<file path="src/rtl/uart_tx_pkg.sv">
package uart_tx_pkg;

    typedef enum logic [1:0] {
        TX_IDLE  = 2'd0,
        TX_OFFER = 2'd1,
        TX_SHIFT = 2'd2
    } tx_state_e;

endpackage

</file>
<file path="src/rtl/uart_tx_queue.sv">
module uart_tx_queue #(
    parameter int DATA_W = 8,
    parameter int DEPTH  = 16,
    localparam int PTR_W = (DEPTH > 1) ? $clog2(DEPTH) : 1,
    localparam int CNT_W = $clog2(DEPTH + 1)
) (
    input  logic              clk,
    input  logic              rst_n,
    input  logic              fifo_mode,
    input  logic              flush,
    input  logic              push,
    input  logic [DATA_W-1:0] push_data,
    input  logic              pop,
    output logic [DATA_W-1:0] head,
    output logic [CNT_W-1:0]  count
);

    logic [DATA_W-1:0] mem [DEPTH];
    logic [PTR_W-1:0]  wr_ptr, rd_ptr;
    logic [CNT_W-1:0]  cnt_q;
    logic [DATA_W-1:0] hold_q;
    logic              push_ok;

    function automatic logic [PTR_W-1:0] bump(input logic [PTR_W-1:0] p);
        return (p == PTR_W'(DEPTH - 1)) ? '0 : p + 1'b1;
    endfunction

    // In queue mode a full store refuses the byte; the holding register always takes it.
    assign push_ok = push && !flush && (!fifo_mode || (cnt_q != CNT_W'(DEPTH)));

    always_ff @(posedge clk) begin
        if (push_ok && fifo_mode)
            mem[wr_ptr] <= push_data;
    end

    always_ff @(posedge clk or negedge rst_n) begin
        if (!rst_n) begin
            wr_ptr <= '0;
            rd_ptr <= '0;
            cnt_q  <= '0;
            hold_q <= '0;
        end else if (flush) begin
            wr_ptr <= '0;
            rd_ptr <= '0;
            cnt_q  <= '0;
        end else if (fifo_mode) begin
            if (push_ok)
                wr_ptr <= bump(wr_ptr);
            if (pop)
                rd_ptr <= bump(rd_ptr);
            unique case ({push_ok, pop})
                2'b10:   cnt_q <= cnt_q + 1'b1;
                2'b01:   cnt_q <= cnt_q - 1'b1;
                default: cnt_q <= cnt_q;
            endcase
        end else begin
            if (push_ok)
                hold_q <= push_data;
            if (push_ok)
                cnt_q <= CNT_W'(1);
            else if (pop)
                cnt_q <= '0;
        end
    end

    assign head  = fifo_mode ? mem[rd_ptr] : hold_q;
    assign count = cnt_q;

    a_r2_level_bound: assert property (@(posedge clk) disable iff (!rst_n)
        cnt_q <= CNT_W'(DEPTH));

    a_r2_no_pop_empty: assert property (@(posedge clk) disable iff (!rst_n)
        pop |-> (cnt_q != '0));

    a_r6_single_hold: assert property (@(posedge clk) disable iff (!rst_n)
        !fifo_mode |-> (cnt_q <= CNT_W'(1)));

endmodule

</file>
<file path="src/rtl/uart_tx_seq.sv">
module uart_tx_seq
    import uart_tx_pkg::*;
#(
    parameter int DATA_W = 8,
    parameter int CNT_W  = 5
) (
    input  logic              clk,
    input  logic              rst_n,
    input  logic              wr_eff,
    input  logic              toggle,
    input  logic              clr,
    input  logic              fifo_mode,
    input  logic [CNT_W-1:0]  count,
    input  logic [DATA_W-1:0] head,
    input  logic              loopback,
    input  logic              ser_ready,
    input  logic              ser_done,
    output logic              pop,
    output logic              ser_valid,
    output logic [DATA_W-1:0] ser_data,
    output logic              ser_quiet,
    output logic              lb_valid,
    output logic [DATA_W-1:0] lb_data,
    output logic              thre,
    output logic              temt,
    output logic              tx_irq
);

    tx_state_e         state_q, state_d;
    logic [DATA_W-1:0] shift_q;
    logic              lb_sel_q;
    logic              lb_valid_q;
    logic [DATA_W-1:0] lb_data_q;
    logic              thre_q, temt_q, irq_q;
    logic              thre_d, temt_d, irq_d;
    logic              can_move, finished, thre_set;

    assign can_move = (count != '0) && !toggle && !clr;

    // State register
    always_ff @(posedge clk or negedge rst_n) begin
        if (!rst_n)
            state_q <= TX_IDLE;
        else
            state_q <= state_d;
    end

    // Next state and outputs
    always_comb begin
        state_d  = state_q;
        pop      = 1'b0;
        finished = 1'b0;
        unique case (state_q)
            TX_IDLE: begin
                if (can_move) begin
                    pop     = 1'b1;
                    state_d = TX_OFFER;       // load
                end
            end
            TX_OFFER: begin
                if (ser_ready)
                    state_d = TX_SHIFT;       // accept
            end
            TX_SHIFT: begin
                if (ser_done) begin
                    finished = 1'b1;
                    if (can_move) begin
                        pop     = 1'b1;
                        state_d = TX_OFFER;   // reload
                    end else begin
                        state_d = TX_IDLE;    // drain
                    end
                end
            end
            default: state_d = TX_IDLE;
        endcase
    end

    assign ser_valid = (state_q == TX_OFFER);

    // Holding side empties on the move that takes its last byte
    assign thre_set = pop && !wr_eff && (!fifo_mode || (count == CNT_W'(1)));

    always_comb begin
        thre_d = thre_q;
        if (toggle || clr)
            thre_d = 1'b1;
        else if (wr_eff)
            thre_d = 1'b0;
        else if (thre_set)
            thre_d = 1'b1;

        irq_d = irq_q;
        if (toggle)
            irq_d = 1'b1;
        else if (wr_eff)
            irq_d = 1'b0;
        else if (thre_set)
            irq_d = 1'b1;

        temt_d = temt_q;
        if (toggle)
            temt_d = 1'b1;
        else if (wr_eff || pop)
            temt_d = 1'b0;
        else if (finished)
            temt_d = thre_d;
    end

    always_ff @(posedge clk or negedge rst_n) begin
        if (!rst_n) begin
            thre_q     <= 1'b1;
            temt_q     <= 1'b1;
            irq_q      <= 1'b0;
            shift_q    <= '0;
            lb_sel_q   <= 1'b0;
            lb_valid_q <= 1'b0;
            lb_data_q  <= '0;
        end else begin
            thre_q     <= thre_d;
            temt_q     <= temt_d;
            irq_q      <= irq_d;
            lb_valid_q <= finished && lb_sel_q;
            if (finished && lb_sel_q)
                lb_data_q <= shift_q;
            if (pop) begin
                shift_q  <= head;
                lb_sel_q <= loopback;
            end
        end
    end

    assign ser_data  = shift_q;
    assign ser_quiet = lb_sel_q;
    assign lb_valid  = lb_valid_q;
    assign lb_data   = lb_data_q;
    assign thre      = thre_q;
    assign temt      = temt_q;
    assign tx_irq    = irq_q;

    a_r3_write_clears: assert property (@(posedge clk) disable iff (!rst_n)
        wr_eff |=> (!thre && !temt && !tx_irq));

    a_r4_move_clears_temt: assert property (@(posedge clk) disable iff (!rst_n)
        (pop && !toggle) |=> !temt);

    a_r8_lb_single: assert property (@(posedge clk) disable iff (!rst_n)
        lb_valid |=> !lb_valid);

    a_r7_reload_offers: assert property (@(posedge clk) disable iff (!rst_n)
        (state_q == TX_SHIFT && ser_done && can_move) |=> ser_valid);

endmodule

</file>
<file path="src/rtl/uart_tx_ctrl.sv">
module uart_tx_ctrl #(
    parameter int DATA_W = 8,
    parameter int DEPTH  = 16,
    localparam int CNT_W = $clog2(DEPTH + 1)
) (
    input  logic              clk,
    input  logic              rst_n,
    input  logic              fifo_en,
    input  logic              tx_clear,
    input  logic              host_wr,
    input  logic [DATA_W-1:0] host_data,
    input  logic              loopback,
    output logic              ser_valid,
    output logic [DATA_W-1:0] ser_data,
    output logic              ser_quiet,
    input  logic              ser_ready,
    input  logic              ser_done,
    output logic              lb_valid,
    output logic [DATA_W-1:0] lb_data,
    output logic              thre,
    output logic              temt,
    output logic              tx_irq,
    output logic [CNT_W-1:0]  tx_level
);

    logic              mode_q;
    logic              toggle, wr_eff, flush, pop;
    logic [DATA_W-1:0] head;
    logic [CNT_W-1:0]  count;

    always_ff @(posedge clk or negedge rst_n) begin
        if (!rst_n)
            mode_q <= 1'b0;
        else
            mode_q <= fifo_en;
    end

    assign toggle = (fifo_en != mode_q);
    assign flush  = toggle || tx_clear;
    assign wr_eff = host_wr && !flush;

    uart_tx_queue #(.DATA_W(DATA_W), .DEPTH(DEPTH)) u_queue (
        .clk       (clk),
        .rst_n     (rst_n),
        .fifo_mode (mode_q),
        .flush     (flush),
        .push      (wr_eff),
        .push_data (host_data),
        .pop       (pop),
        .head      (head),
        .count     (count)
    );

    uart_tx_seq #(.DATA_W(DATA_W), .CNT_W(CNT_W)) u_seq (
        .clk       (clk),
        .rst_n     (rst_n),
        .wr_eff    (wr_eff),
        .toggle    (toggle),
        .clr       (tx_clear),
        .fifo_mode (mode_q),
        .count     (count),
        .head      (head),
        .loopback  (loopback),
        .ser_ready (ser_ready),
        .ser_done  (ser_done),
        .pop       (pop),
        .ser_valid (ser_valid),
        .ser_data  (ser_data),
        .ser_quiet (ser_quiet),
        .lb_valid  (lb_valid),
        .lb_data   (lb_data),
        .thre      (thre),
        .temt      (temt),
        .tx_irq    (tx_irq)
    );

    assign tx_level = count;

    a_r11_temt_implies_thre: assert property (@(posedge clk) disable iff (!rst_n)
        temt |-> thre);

    a_r4_offer_stable: assert property (@(posedge clk) disable iff (!rst_n)
        (ser_valid && !ser_ready) |=> (ser_valid && $stable(ser_data)));

    a_r10_toggle_status: assert property (@(posedge clk) disable iff (!rst_n)
        toggle |=> (thre && temt && tx_irq && tx_level == '0));

    a_r9_clear_empties: assert property (@(posedge clk) disable iff (!rst_n)
        tx_clear |=> (thre && tx_level == '0));

endmodule

</file>
<file path="config.mk">
export PLATFORM = sky130hd
export DESIGN_NAME = uart_tx_ctrl
export DESIGN_NICKNAME = d
export VERILOG_FILES = /design/src/rtl/uart_tx_pkg.sv /design/src/rtl/uart_tx_queue.sv /design/src/rtl/uart_tx_seq.sv /design/src/rtl/uart_tx_ctrl.sv
export SDC_FILE = /design/constraint.sdc
export NUM_CORES = 1
export LEC_CHECK = 0
export ABC_AREA = 1
export BUFFER_PORTS_ARGS = -buffer_cell sky130_fd_sc_hd__buf_2
export CELL_PAD_IN_SITES_DETAIL_PLACEMENT = 1
export CELL_PAD_IN_SITES_GLOBAL_PLACEMENT = 2
export CORE_UTILIZATION = 30
export CTS_CLUSTER_DIAMETER = 100
export DETAILED_ROUTE_END_ITERATION = 8
export PLACE_DENSITY = 0.7
export SYNTH_ARGS = -nofsm -noshare
export SYNTH_HDL_FRONTEND = slang
export SYNTH_SLANG_ARGS = --single-unit
export TNS_END_PERCENT = 30
</file>
<file path="constraint.sdc">
create_clock -name clk -period 2.8 [get_ports clk]
set_input_delay 0.14 -clock clk [delete_from_list [all_inputs] [get_ports clk]]
set_output_delay 0.14 -clock clk [all_outputs]
set_load 0.1 [all_outputs]
</file>
# == Word-level counts from Yosys, hierarchy flattened ==
# Memory sizes are Yosys's and may differ from the RTL's.
# Cells that the tools add are included.
# word_totals
reg_bits,45
mem_bits_rw,128
input_bits,16
out_inout_bits,27
wordCells,99
memories,1
# classes
n_addsub,4
eq_ne,13
n_mux,35
bitwise_logic,2
reduce_logical,31
# memory_table
name,words,width,rd,rd_ports_with_merged_regs,write_ports,line_no,text
u_queue.mem,16,8,1,0,1,uart_tx_queue.sv:18,logic [DATA_W-1:0] mem [DEPTH];
# op_table
cell,count
$mux 4,8
$mux 5,4
$mux 1,16
$pmux 5 s2,1
$logic_and 1x1->1,9
$add 4x1->4 const B,2
$eq 4x4->1 const B,2
$mux 8,1
$mux 2,3
$pmux 2 s3,1
$reduce_and 2->1,3
$reduce_and 3->1,2
$reduce_bool 2->1,3
$reduce_bool 3->1,2
$add 5x1->5 const B,1
$eq 5x1->1 const B,1
$logic_not 1->1,5
$ne 5x5->1 const B,1
$reduce_bool 5->1,1
$sub 5x1->5 const B,1
$eq 2x1->1 const B,2
$eq 2x2->1 const B,2
$logic_or 1x1->1,4
$ne 2x1->1 const B,2
other kinds (7),8

# == Logic depth before layout (Yosys ltp) ==
# Gate-level depths: netlist (run 1).
# depth
depth_word,15
depth_mapped,16
mapped_depth_nobuf,14

# == Modules after synthesis ==
# From an unflattened synthesis (run 1), not the netlist that was laid out.
# unflattened
hier_cells,712
hier_area_um2,7542.2
# modules_own_cells
module,instances,cells_each,area_each_um2,seq_area_each_um2
uart_tx_queue,1,591,6429.9,4369.2
uart_tx_seq,1,111,1032.2,578.1
uart_tx_ctrl,1,10,80.1,25.0

# == Worst setup path before layout (run 1) ==
# OpenSTA, ideal clock, no wires.
# synth_path
kind,reg-to-reg
startpoint,register u_queue.cnt_q[0] (netlist: u_queue.count[0])
endpoint,memory u_queue.mem[0][0] (enable)
setup_ps,370
arrival_ps,2426
required_time_ps,2430
setup_slack_ps,4
path_stages_with_launch,10
n_path_buf,0
synth_period_minus_slack_ps,2796
cell_sequence,dfrtp_1 > inv_1 > ha_1 > nand3_1 > nor2_1 > nor2_4 > nand2_1 > inv_2 > nand2_2 > nor2_1
# synth_via
elab_chain_cells,6
# synth_lines
item,line_no,text
from (decl),uart_tx_queue.sv:20,logic [CNT_W-1:0] cnt_q;
from (signal assigned),uart_tx_queue.sv:52,2'b10: cnt_q <= cnt_q + 1'b1;
from (signal assigned),uart_tx_queue.sv:53,2'b01: cnt_q <= cnt_q - 1'b1;
from (signal assigned),uart_tx_queue.sv:54,default: cnt_q <= cnt_q;
$ne 5x5->1,uart_tx_queue.sv:29,assign push_ok = push && !flush && (!fifo_mode || (cnt_q != CNT_W'(DEPTH)));
$logic_or 1x1->1,uart_tx_queue.sv:29,
$logic_and 1x1->1,uart_tx_queue.sv:29,
$logic_and 1x1->1,uart_tx_queue.sv:32,if (push_ok && fifo_mode)
$mux 1,uart_tx_queue.sv:32,
$mux 1 (not written as such),uart_tx_queue.sv:33,mem[wr_ptr] <= push_data;
to (decl),uart_tx_queue.sv:18,
# No other way between the ends.

# == Worst setup path after layout (run 1) ==
# layout_path
startpoint,register u_queue.cnt_q[0] (netlist: u_queue.count[0])
endpoint,memory u_queue.mem[3][4] (enable)
# Same word-level chain as after synthesis.

==> results of run 1 <==
layout by cell type, fill, tap and decap left out, types with 4 or more instances in the layout:
cell type | synthesis | final
buf_2 | 8 | 42
nand4_1 | 5 | 5
a21oi_1 | 8 | 8
nor2_1 | 106 | 106
nor2_2 | 4 | 4
a21oi_2 | 5 | 5
o21ai_0 | 21 | 21
nand2_1 | 276 | 276
nand2_2 | 6 | 6
dfrtp_1 | 43 | 42
clkbuf_16 | 0 | 17
inv_6 | 0 | 4
inv_1 | 63 | 63
nand3_1 | 64 | 64
clkinv_4 | 0 | 4
buf_4 | 1 | 29
ha_1 | 11 | 11
dlygate4sd3_1 | 0 | 5
edfxtp_1 | 128 | 128
cell type report:
cell class	count	area, µm²	share of cell area (%)
sequential	173	4974	54.96
multi-input combinational	522	2316	25.59
timing repair buffer	78	518.0	5.724
clock buffer	18	429.2	4.742
tap	330	412.9	4.562
inverter	67	251.5	2.779
clock inverter	14	148.9	1.645
worst max-delay path: cells and delay by family (launching register included):
kind | cells | cell delay [ns]
simple gates | 6 | 1.09
flops | 1 | 0.42
buf+inv | 2 | 0.26
fa+ha+maj | 1 | 0.24
where the power goes:
group	leakage [µW]	switching [µW]	internal [µW]
clock network	0.000278	1120	1190
registers	0.00172	106	2920
logic	0.00189	1350	259
cells by family after synthesis:
family	count (synthesis)
compound gates	40
xor+xnor	4
fa+ha+maj	11
buf+inv	96
flops	173
simple gates	467
worst paths after layout:
path	cells past startpoint	end	slack [ns]
max in group asynchronous	3	u_queue.rd_ptr[0]$_DFFE_PN0P_	1.97
min in group asynchronous	2	u_seq.lb_valid$_DFF_PN0_	0.20
min reg2reg	2	u_seq.lb_data[1]$_DFFE_PN0P_	0.47
min	4	u_seq.thre$_DFF_PN1_	0.09
max	9	u_queue.mem[3][4]$_DFFE_PP_	0.41
max reg2reg	9	u_queue.mem[3][4]$_DFFE_PP_	0.41
sequential cells by signal (all words and copies together), names as in the netlist, 2 cells and up:
name / count
u_seq.lb_data: 8
u_queue.mem: 128
u_queue.hold_q: 8
u_queue.count: 5
u_seq.ser_data: 8
u_queue.rd_ptr: 4
u_seq.state_q: 2
u_queue.wr_ptr: 4
synthesized netlist by cell type:
cell       number
nand3_2         1
nand4_1         5
edfxtp_1      128
nor2_4          1
inv_1          63
inv_2           3
o2111ai_1       1
nand2_2         6
nor2_8          1
nor2_2          4
o21ai_0        21
a21oi_1         8
xor2_1          3
buf_4           1
a31oi_1         2
nor2_1        106
dfrtp_1        43
buf_2           8
ha_1           11
clkbuf_1       11
buf_1           8
nor3_1          2
dfstp_2         2
xnor2_1         1
a21oi_2         5
o31ai_1         3
nand2_1       276
buf_6           1
nand3_1        64
clkinv_1        1
nand2_4         1
metal layers:
layer	wire length, µm	up-vias	GRT usage, %	share of wire [%]
met5	0	-	0	0
met1	9927	2722	23.23	48
met3	521	23	2.656	2.5
met4	318	0	4.974	1.5
li1	-	2702	-	-
met2	10020	62	27.51	48
metrics by stage:
| stage | hold WS, ns | util [%] |
|---|---|---|
| 3_3_place_gp | 0.1284 | 33.54 |
| 6_report | 0.09185 | 36.04 |
| 2_1_floorplan | -0.1556 | - |
| 4_1_cts | 0.08407 | 36.04 |
| 3_5_place_dp | 0.1373 | 33.54 |
| 5_1_grt | 0.1272 | 36.04 |
repair_timing:
item / in CTS / in global routing
hold endpoints to repair: 21 / 0
gates resized for setup: 0 / 0
hold buffers: 5 / 0
setup endpoints to repair: 0 / 0
==> results.cfg, run 1 <==
[routing]
wirelength_um = 20790
wl_per_cell_um = 17.29
dr.first_iter.drc_count = 258
detail-route-antenna-nets = 0
avgViaCountPerCell = 4.583
dr.pass1.iters = 5
drc = 0
vias = 5509

[grt]
grt_pass1_vias = 5620
antenna_found_initial = 0
grt_pass1_wl_um = 32840
grt_max_degree = 83
grt_usage_pct = 16.92
grt_overflow = 0

[yosys]
netlist_area_mm2 = 0.007670
synth_area_leader_cell = edfxtp_1
synth-xor-area-share_pct = 0.4568
synth_cell_type_count = 31
synth_top_area_share_pct = 50.11
synth_area_leaders = edfxtp_1 50%, dfrtp_1 14%, nand2_1 14%, nor2_1 5.2%, nand3_1 4.2%
syn_avg_cell_area_um2 = 9.696
syn_nets = 818
yosysSeqAreaShare_pct = 64.83
synth-adder-area-share_pct = 1.794
synth_top_family_by_area = simple AND/OR/NAND/NOR gates
synth_mux_area_share_pct = 0
synth_compound_area_share_pct = 3.034
syn_inst = 791
synth-warning-count = 0
yosys_register_bits = 173
synthSimpleGateAreaFrac_pct = 24.91

[sta]
fin_ws_ns = 0.4108
rsz0062_at_grt = no
finalCritPeriodShare_pct = 85.33
tightest_slew_ns = 0.7001
period_needed_ns = 2.389
clock.fmax_mhz = 418.5
maxSlewHeadroom_pct = 53.15
final-hold-violation-count = 0
finalSetupTns_ns = 0
setup_violations = 0
report.final.slew_viol_count = 0
skew_ns = 0.008743

[clocking]
clkLatencyLatePin_ns = 0.43
cts.htree.levels = 4
clock_sinks = 173
clk_pin_slew_ns = 0.07
cts_made_buffers = 17
post-cts-setup-buffers = 0
clockBufferDepth = 2
cts_root_buffer = clkbuf_16
cts_tree = yes

[critical_path]
crit_type = reg2reg
start_kind = flip-flop
worstPathArrival_ns = 2.45
crit_path_start = u_queue.count[0]$_DFFE_PN0P_
rr_startpoint = u_queue.count[0]$_DFFE_PN0P_
crit_required_ns = 2.86
slowest_delay_ns = 0.55
crit_path_cell_trace = inv_1 > ha_1 > nand3_1 > nor2_1 > nor2_4 > nand2_1 > inv_2 > nand2_2 > nor2_1
crit_fanout = 8
endpoint_kind = flip-flop
critical_path.most_common_cell = nor2_1
crit_slowest_cell = nor2_1

[cells_and_area]
layout-drive-gt1-share_pct = 14.79
final_nets = 886
fillers = 2937
syn2layout_area_growth_pct = 17.99
diodes = 0
finalNonFillerCells = 1202
finalInstanceArea_mm2 = 0.009050

[job]
drv_cap = 0

[outcome]
status = complete, no violations

[place]
place_inst = 1165
io_buffers = 42
dpl_cell_area_mm2 = 0.008422
gp_congestion = 0.7394
place_ws_ns = 0.4068
place.detailed.hpwl_um = 13400

[power_and_ir_drop]
p_leak_uw = 0.003888
p_per_area_mw_per_mm2 = 767.3
power.total_uw = 6944
ir_drop_mv = 0.4932

[floorplanning]
boundaryPins = 43
die_h_um = 161.9
coreArea_mm2 = 0.02511
start_util_pct = 30.55
die-area_mm2 = 0.02621
die_x_um = 161.9
rows = 58

[min_path]
hp-class = in2reg
min-delay-start = host_wr
No activity file was read; power rests on OpenSTA's default activity.
==> run 2: changes to the inputs <==
--- a/config.mk
+++ b/config.mk
@@ -9,10 +9,10 @@
 export BUFFER_PORTS_ARGS = -buffer_cell sky130_fd_sc_hd__buf_2
 export CELL_PAD_IN_SITES_DETAIL_PLACEMENT = 1
 export CELL_PAD_IN_SITES_GLOBAL_PLACEMENT = 2
-export CORE_UTILIZATION = 30
+export CORE_UTILIZATION = 39
 export CTS_CLUSTER_DIAMETER = 100
 export DETAILED_ROUTE_END_ITERATION = 8
-export PLACE_DENSITY = 0.7
+export PLACE_DENSITY = 0.86
 export SYNTH_ARGS = -nofsm -noshare
 export SYNTH_HDL_FRONTEND = slang
 export SYNTH_SLANG_ARGS = --single-unit
==> run 2 against run 1 <==
- via count up 1.0%
- sequential cell count is the same
- clock power hardly changed
- highest routed layer unchanged
- critical path type unchanged
- fmax decreased by 2.5%
- routed wire length fell by 3.9%
- clock skew grew 0.00073 ns
- worst hold slack gained 0.011 ns
- sequential power hardly changed
==> results.cfg, run 2 (synthesis results as in run 1) <==
[cells_and_area]
fillers = 2187
finalNonFillerCells = 1125
layout_commonest_cell = nand2_1
finalInstanceArea_mm2 = 0.008901
final_cell_mix = 276 x nand2_1, 128 x edfxtp_1, 106 x nor2_1
layout-drive-gt1-share_pct = 14.22
diodes = 0
largest_reg_flops = 128
syn2layout_area_growth_pct = 16.05
largest_register = u_queue.mem
final_nets = 879

[clocking]
cts_resized = 0
cts_root_buffer = clkbuf_16
cts_tree = yes
clockBufferDepth = 2
clock_sinks = 173
clkLatencyLatePin_ns = 0.43
clk_pin_slew_ns = 0.06
cts.htree.levels = 4
cts_made_buffers = 17

[place]
gp_congestion = 0.8422
io_buffers = 42
place.detailed.hpwl_um = 13390
place_inst = 1088
dpl_cell_area_mm2 = 0.008257

[power_and_ir_drop]
ir_drop_mv = 0.4291
p_per_area_mw_per_mm2 = 782.1
clockPowerShare_pct = 33.6
internal_power_uw = 4472
total_switching_power_uw = 2490
p_comb_share_pct = 23.0
seqPwrFrac_pct = 43.4
swShare_pct = 35.76
p_leak_uw = 0.003864

[min_path]
hp-class = in2reg
min-delay-start = host_wr
holdPathEnd = u_seq.thre$_DFF_PN1_
whs_path_depth = 4

[routing]
wirelength_um = 19970
vias = 5564
wl_per_cell_um = 17.75
wl_met3_um = 615
dr.first_iter.drc_count = 327
met1_length_um = 8984
drc = 0
wl_met2_um = 9984
avgViaCountPerCell = 4.946
highest_layer = met4
detail-route-antenna-nets = 0
dr.pass1.iters = 4

[floorplanning]
start_util_pct = 40.33
rows = 50
coreArea_mm2 = 0.01902
die_x_um = 142.2
die_h_um = 142.2
die-area_mm2 = 0.02023
boundaryPins = 43

[critical_path]
endpoint_kind = flip-flop
crit_required_ns = 3.14
rr_startpoint = mode_q$_DFF_PN0_
r2r-end = u_queue.count[1]$_DFFE_PN0P_
crit_fanout = 19
crit_type = reg2reg
crit_path_start = mode_q$_DFF_PN0_
ff2ff_path_depth = 11
start_kind = flip-flop
reg2reg_slack_ns = 0.35
worstPathArrival_ns = 2.79

[sta]
maxSlewHeadroom_pct = 29.11
finalCritPeriodShare_pct = 87.49
finalSetupTns_ns = 0
setup_violations = 0
tightest_slew_ns = 1.063
report.final.slew_viol_count = 0
period_needed_ns = 2.450
rsz0062_at_grt = no
skew_ns = 0.009477
final-hold-violation-count = 0
clock.fmax_mhz = 408.2

[grt]
grt_usage_pct = 21.49
grt_max_degree = 49
grt_pass1_wl_um = 32090
antenna_found_initial = 0
grt_pass1_vias = 5954
grt_overflow = 0

[outcome]
status = complete, no violations

[job]
drv_cap = 0
[run 2: cell types whose count changed in the layout (fill, tap and decap cells not counted), sizes merged]
cell and change:
clkinv -3, buf -7, clkbuf +2, inv +1
[run 2: worst max path at each step]
stage                                    to  slack, ns  cells past startpoint
4_1_cts        u_queue.count[1]$_DFFE_PN0P_       0.34                     11
2_1_floorplan   u_queue.mem[0][0]$_DFFE_PP_      0.004                      9
5_1_grt        u_queue.count[1]$_DFFE_PN0P_       0.15                     10
3_3_place_gp   u_queue.count[1]$_DFFE_PN0P_       0.58                     11
3_5_place_dp   u_queue.count[1]$_DFFE_PN0P_       0.36                     11
6_report       u_queue.count[1]$_DFFE_PN0P_       0.35                     11
[run 2: per-stage QoR]
| step | setup WS (ns) | hold WS, ns | power [µW] | utilization [%] |
|---|---|---|---|---|
| after CTS | 0.3384 | 0.07401 | 7030 | 46.80 |
| after global placement | 0.5771 | 0.3292 | 4649 | 43.41 |
| final | 0.3502 | 0.1033 | 6962 | 46.80 |
| after floorplan | 0.003964 | -0.1556 | 4321 | - |
| after global routing | 0.1468 | 0.1176 | 7215 | 46.80 |
| after detailed placement | 0.3575 | 0.3317 | 4684 | 43.41 |
[run 2: repair_timing]
item	4_1_cts	5_1_grt
buffers inserted	0	0
hold buffers	5	0
hold endpoints to repair	47	0
[run 2: final cells by class]
cell class / instances / area (µm²) / area share, %
multi-input combinational: 522 / 2316 / 26.02
clock buffer: 20 / 500.5 / 5.623
inverter: 67 / 251.5 / 2.825
timing repair buffer: 71 / 440.4 / 4.948
clock inverter: 12 / 93.84 / 1.054
tap: 260 / 325.3 / 3.655
sequential: 173 / 4974 / 55.88
[run 2: power groups by stage]
| stage | Clock, µW | Sequential, µW | Combinational [µW] |
|---|---|---|---|
| final | 2340 | 3020 | 1600 |
| after global routing | 2470 | 3050 | 1700 |
| after CTS | 2390 | 3030 | 1620 |
| after detailed placement | 0 | 3080 | 1600 |
| after global placement | 0 | 3070 | 1570 |
| after floorplan | 0 | 3950 | 372 |
[run 2: critical path: stages, from the launching register on]
cell	delay, ns
dfrtp_1	0.45
inv_2	0.16
nand2_1	0.11
nand2_2	0.09
nor2_8	0.16
nand3_2	0.33
ha_1	0.34
nand4_1	0.20
nand2_1	0.19
nand2_1	0.15
nand3_1	0.08
o21ai_0	0.10
[run 2: routing by layer]
metal  global-route usage [%]  up-vias
met5                        0        -
met4                    8.489        0
met3                    3.297       26
met2                    35.71       74
met1                    28.24     2784
li1                         -     2680
==> run 3: changes to the inputs <==
--- a/config.mk
+++ b/config.mk
@@ -13,6 +13,7 @@
 export CTS_CLUSTER_DIAMETER = 100
 export DETAILED_ROUTE_END_ITERATION = 8
 export PLACE_DENSITY = 0.86
+export SKIP_LAST_GASP = 1
 export SYNTH_ARGS = -nofsm -noshare
 export SYNTH_HDL_FRONTEND = slang
 export SYNTH_SLANG_ARGS = --single-unit
==> constraint.sdc (replaced) <==
create_clock -name clk -period 2.8 [get_ports clk]
set_input_delay 0.56 -clock clk [delete_from_list [all_inputs] [get_ports clk]]
set_output_delay 0.56 -clock clk [all_outputs]
set_load 0.1 [all_outputs]
==> run 3 against run 2 <==
- final area fell by 0.20%
- die area stayed put
- clock skew decreased by 0.0029 ns
- clock-buffer cell count grew 5
- largest power group unchanged
==> results.cfg, run 3 (synthesis results as in run 1) <==
[clocking]
cts_hold_buf = 0
clkLatencyLatePin_ns = 0.43
cts_tree = yes
cts_root_buffer = clkbuf_16
cts_resized = 0
post-cts-setup-buffers = 0
clockBufferDepth = 2
cts.htree.levels = 4
clk_pin_slew_ns = 0.06
clock_sinks = 173
cts_made_buffers = 17

[floorplanning]
die_h_um = 142.2
boundaryPins = 43
die-area_mm2 = 0.02023
start_util_pct = 40.33
coreArea_mm2 = 0.01902
rows = 50
die_x_um = 142.2

[sta]
skew_ns = 0.006614
clock.fmax_mhz = 408.5
period_needed_ns = 2.448
rsz0062_at_grt = no
finalCritPeriodShare_pct = 87.43
report.final.slew_viol_count = 0
maxSlewHeadroom_pct = 52.14
tightest_slew_ns = 0.7171
finalSetupTns_ns = 0
setup_violations = 0
final-hold-violation-count = 0

[critical_path]
start_kind = flip-flop
crit_path_cell_trace = inv_2 > nand2_1 > nand2_2 > nor2_8 > nand2_4 > nor2_4 > inv_1 > ha_1 > o31ai_1 > nand3_1 > nand2_1 > nand2_1 > nor2_1
slowest_delay_ns = 0.54
worstPathArrival_ns = 2.81
crit_required_ns = 3.16
critPathTopFamily = simple AND/OR/NAND/NOR gates
endpoint_kind = flip-flop
reg2reg_slack_ns = 0.35
ff2ff_path_depth = 13
crit_slowest_cell = dfrtp_1
critPathBufInv = 2
critical_path.most_common_cell = nand2_1
crit_fanout = 13
crit_type = reg2reg
cp.depth = 13

[place]
gp_congestion = 0.8313
place_inst = 1091
io_buffers = 42
place.detailed.hpwl_um = 13720

[grt]
grt_pass1_vias = 5942
grt_pass1_wl_um = 32770
grt_max_degree = 65
grt_overflow = 0
antenna_found_initial = 0
grt_usage_pct = 21.83

[cells_and_area]
ff_latch_area_mm2 = 0.004974
layout_commonest_cell = nand2_1
finalNonFillerCells = 1123
syn2layout_area_growth_pct = 15.82
diodes = 0
fillers = 2179
multi_input_area_mm2 = 0.002316
largest_register = u_queue.mem
final_nets = 877
final_util_pct = 46.71
largest_reg_flops = 128
final_cell_mix = 276 x nand2_1, 128 x edfxtp_1, 106 x nor2_1
layout-drive-gt1-share_pct = 14.48

[routing]
wl_per_cell_um = 18.02
detail-route-antenna-nets = 0
dr.first_iter.drc_count = 359
wirelength_um = 20240
drc = 0
vias = 5643
dr.pass1.iters = 5
avgViaCountPerCell = 5.025

[power_and_ir_drop]
p_per_area_mw_per_mm2 = 781.9
ir_drop_mv = 0.4467
p_leak_uw = 0.003860

[min_path]
hp-class = in2async

[outcome]
status = complete, no violations

[job]
drv_cap = 0
run 3: power breakdown:
| part | internal, µW | switching (µW) | total, µW |
|---|---|---|---|
| registers | 2920 | 121 | 3040 |
| logic | 246 | 1360 | 1600 |
| clock network | 1350 | 956 | 2310 |
run 3: area by class of cell:
class	instances	share of cell area, %
clock buffers	25	6.099
clock inverters	7	0.5634
inverters	67	2.831
multi-input cells	522	26.07
flip-flops and latches	173	55.99
well taps	260	3.662
repair buffers	69	4.789
run 3: path summary, 6_finish.rpt:
kind,startpoint,to
max reg2reg,mode_q$_DFF_PN0_,u_queue.count[3]$_DFFE_PN0P_
min,rst_n,u_seq.lb_data[2]$_DFFE_PN0P_
min reg2reg,u_seq.lb_data[1]$_DFFE_PN0P_,u_seq.lb_data[1]$_DFFE_PN0P_
max,mode_q$_DFF_PN0_,u_queue.count[3]$_DFFE_PN0P_
min in group clk,fifo_en,mode_q$_DFF_PN0_
max in group asynchronous,rst_n,u_seq.ser_data[6]$_DFFE_PN0P_
run 3: routing by layer:
metal | part of all wire (%) | vias up | wire [µm] | track usage, %
li1 | - | 2683 | - | -
met1 | 44 | 2847 | 8926 | 27.85
met2 | 51 | 86 | 10360 | 37.07
met3 | 2.9 | 27 | 595 | 4.206
met4 | 1.8 | 0 | 355 | 7.640
met5 | 0 | - | 0 | 0
run 3: through the flow:
stage | worst slack (ns) | hold slack (ns) | area, µm² | total power (µW)
2_1_floorplan | 0.003964 | 0.2644 | 7670 | 4321
3_3_place_gp | 0.4793 | 0.4536 | 8292 | 4655
3_5_place_dp | 0.2898 | 0.4616 | 8292 | 4697
4_1_cts | 0.3640 | 0.07518 | 8884 | 7013
5_1_grt | 0.1505 | 0.08205 | 8884 | 7197
6_report | 0.3520 | 0.07724 | 8884 | 6946
run 3: worst reg2reg max path, cell delays in order, from the launching register on:
cell     delay [ns]
dfrtp_1        0.54
inv_2          0.20
nand2_1        0.11
nand2_2        0.10
nor2_8         0.16
nand2_4        0.09
nor2_4         0.16
inv_1          0.09
ha_1           0.28
o31ai_1        0.32
nand3_1        0.14
nand2_1        0.08
nand2_1        0.05
nor2_1         0.08
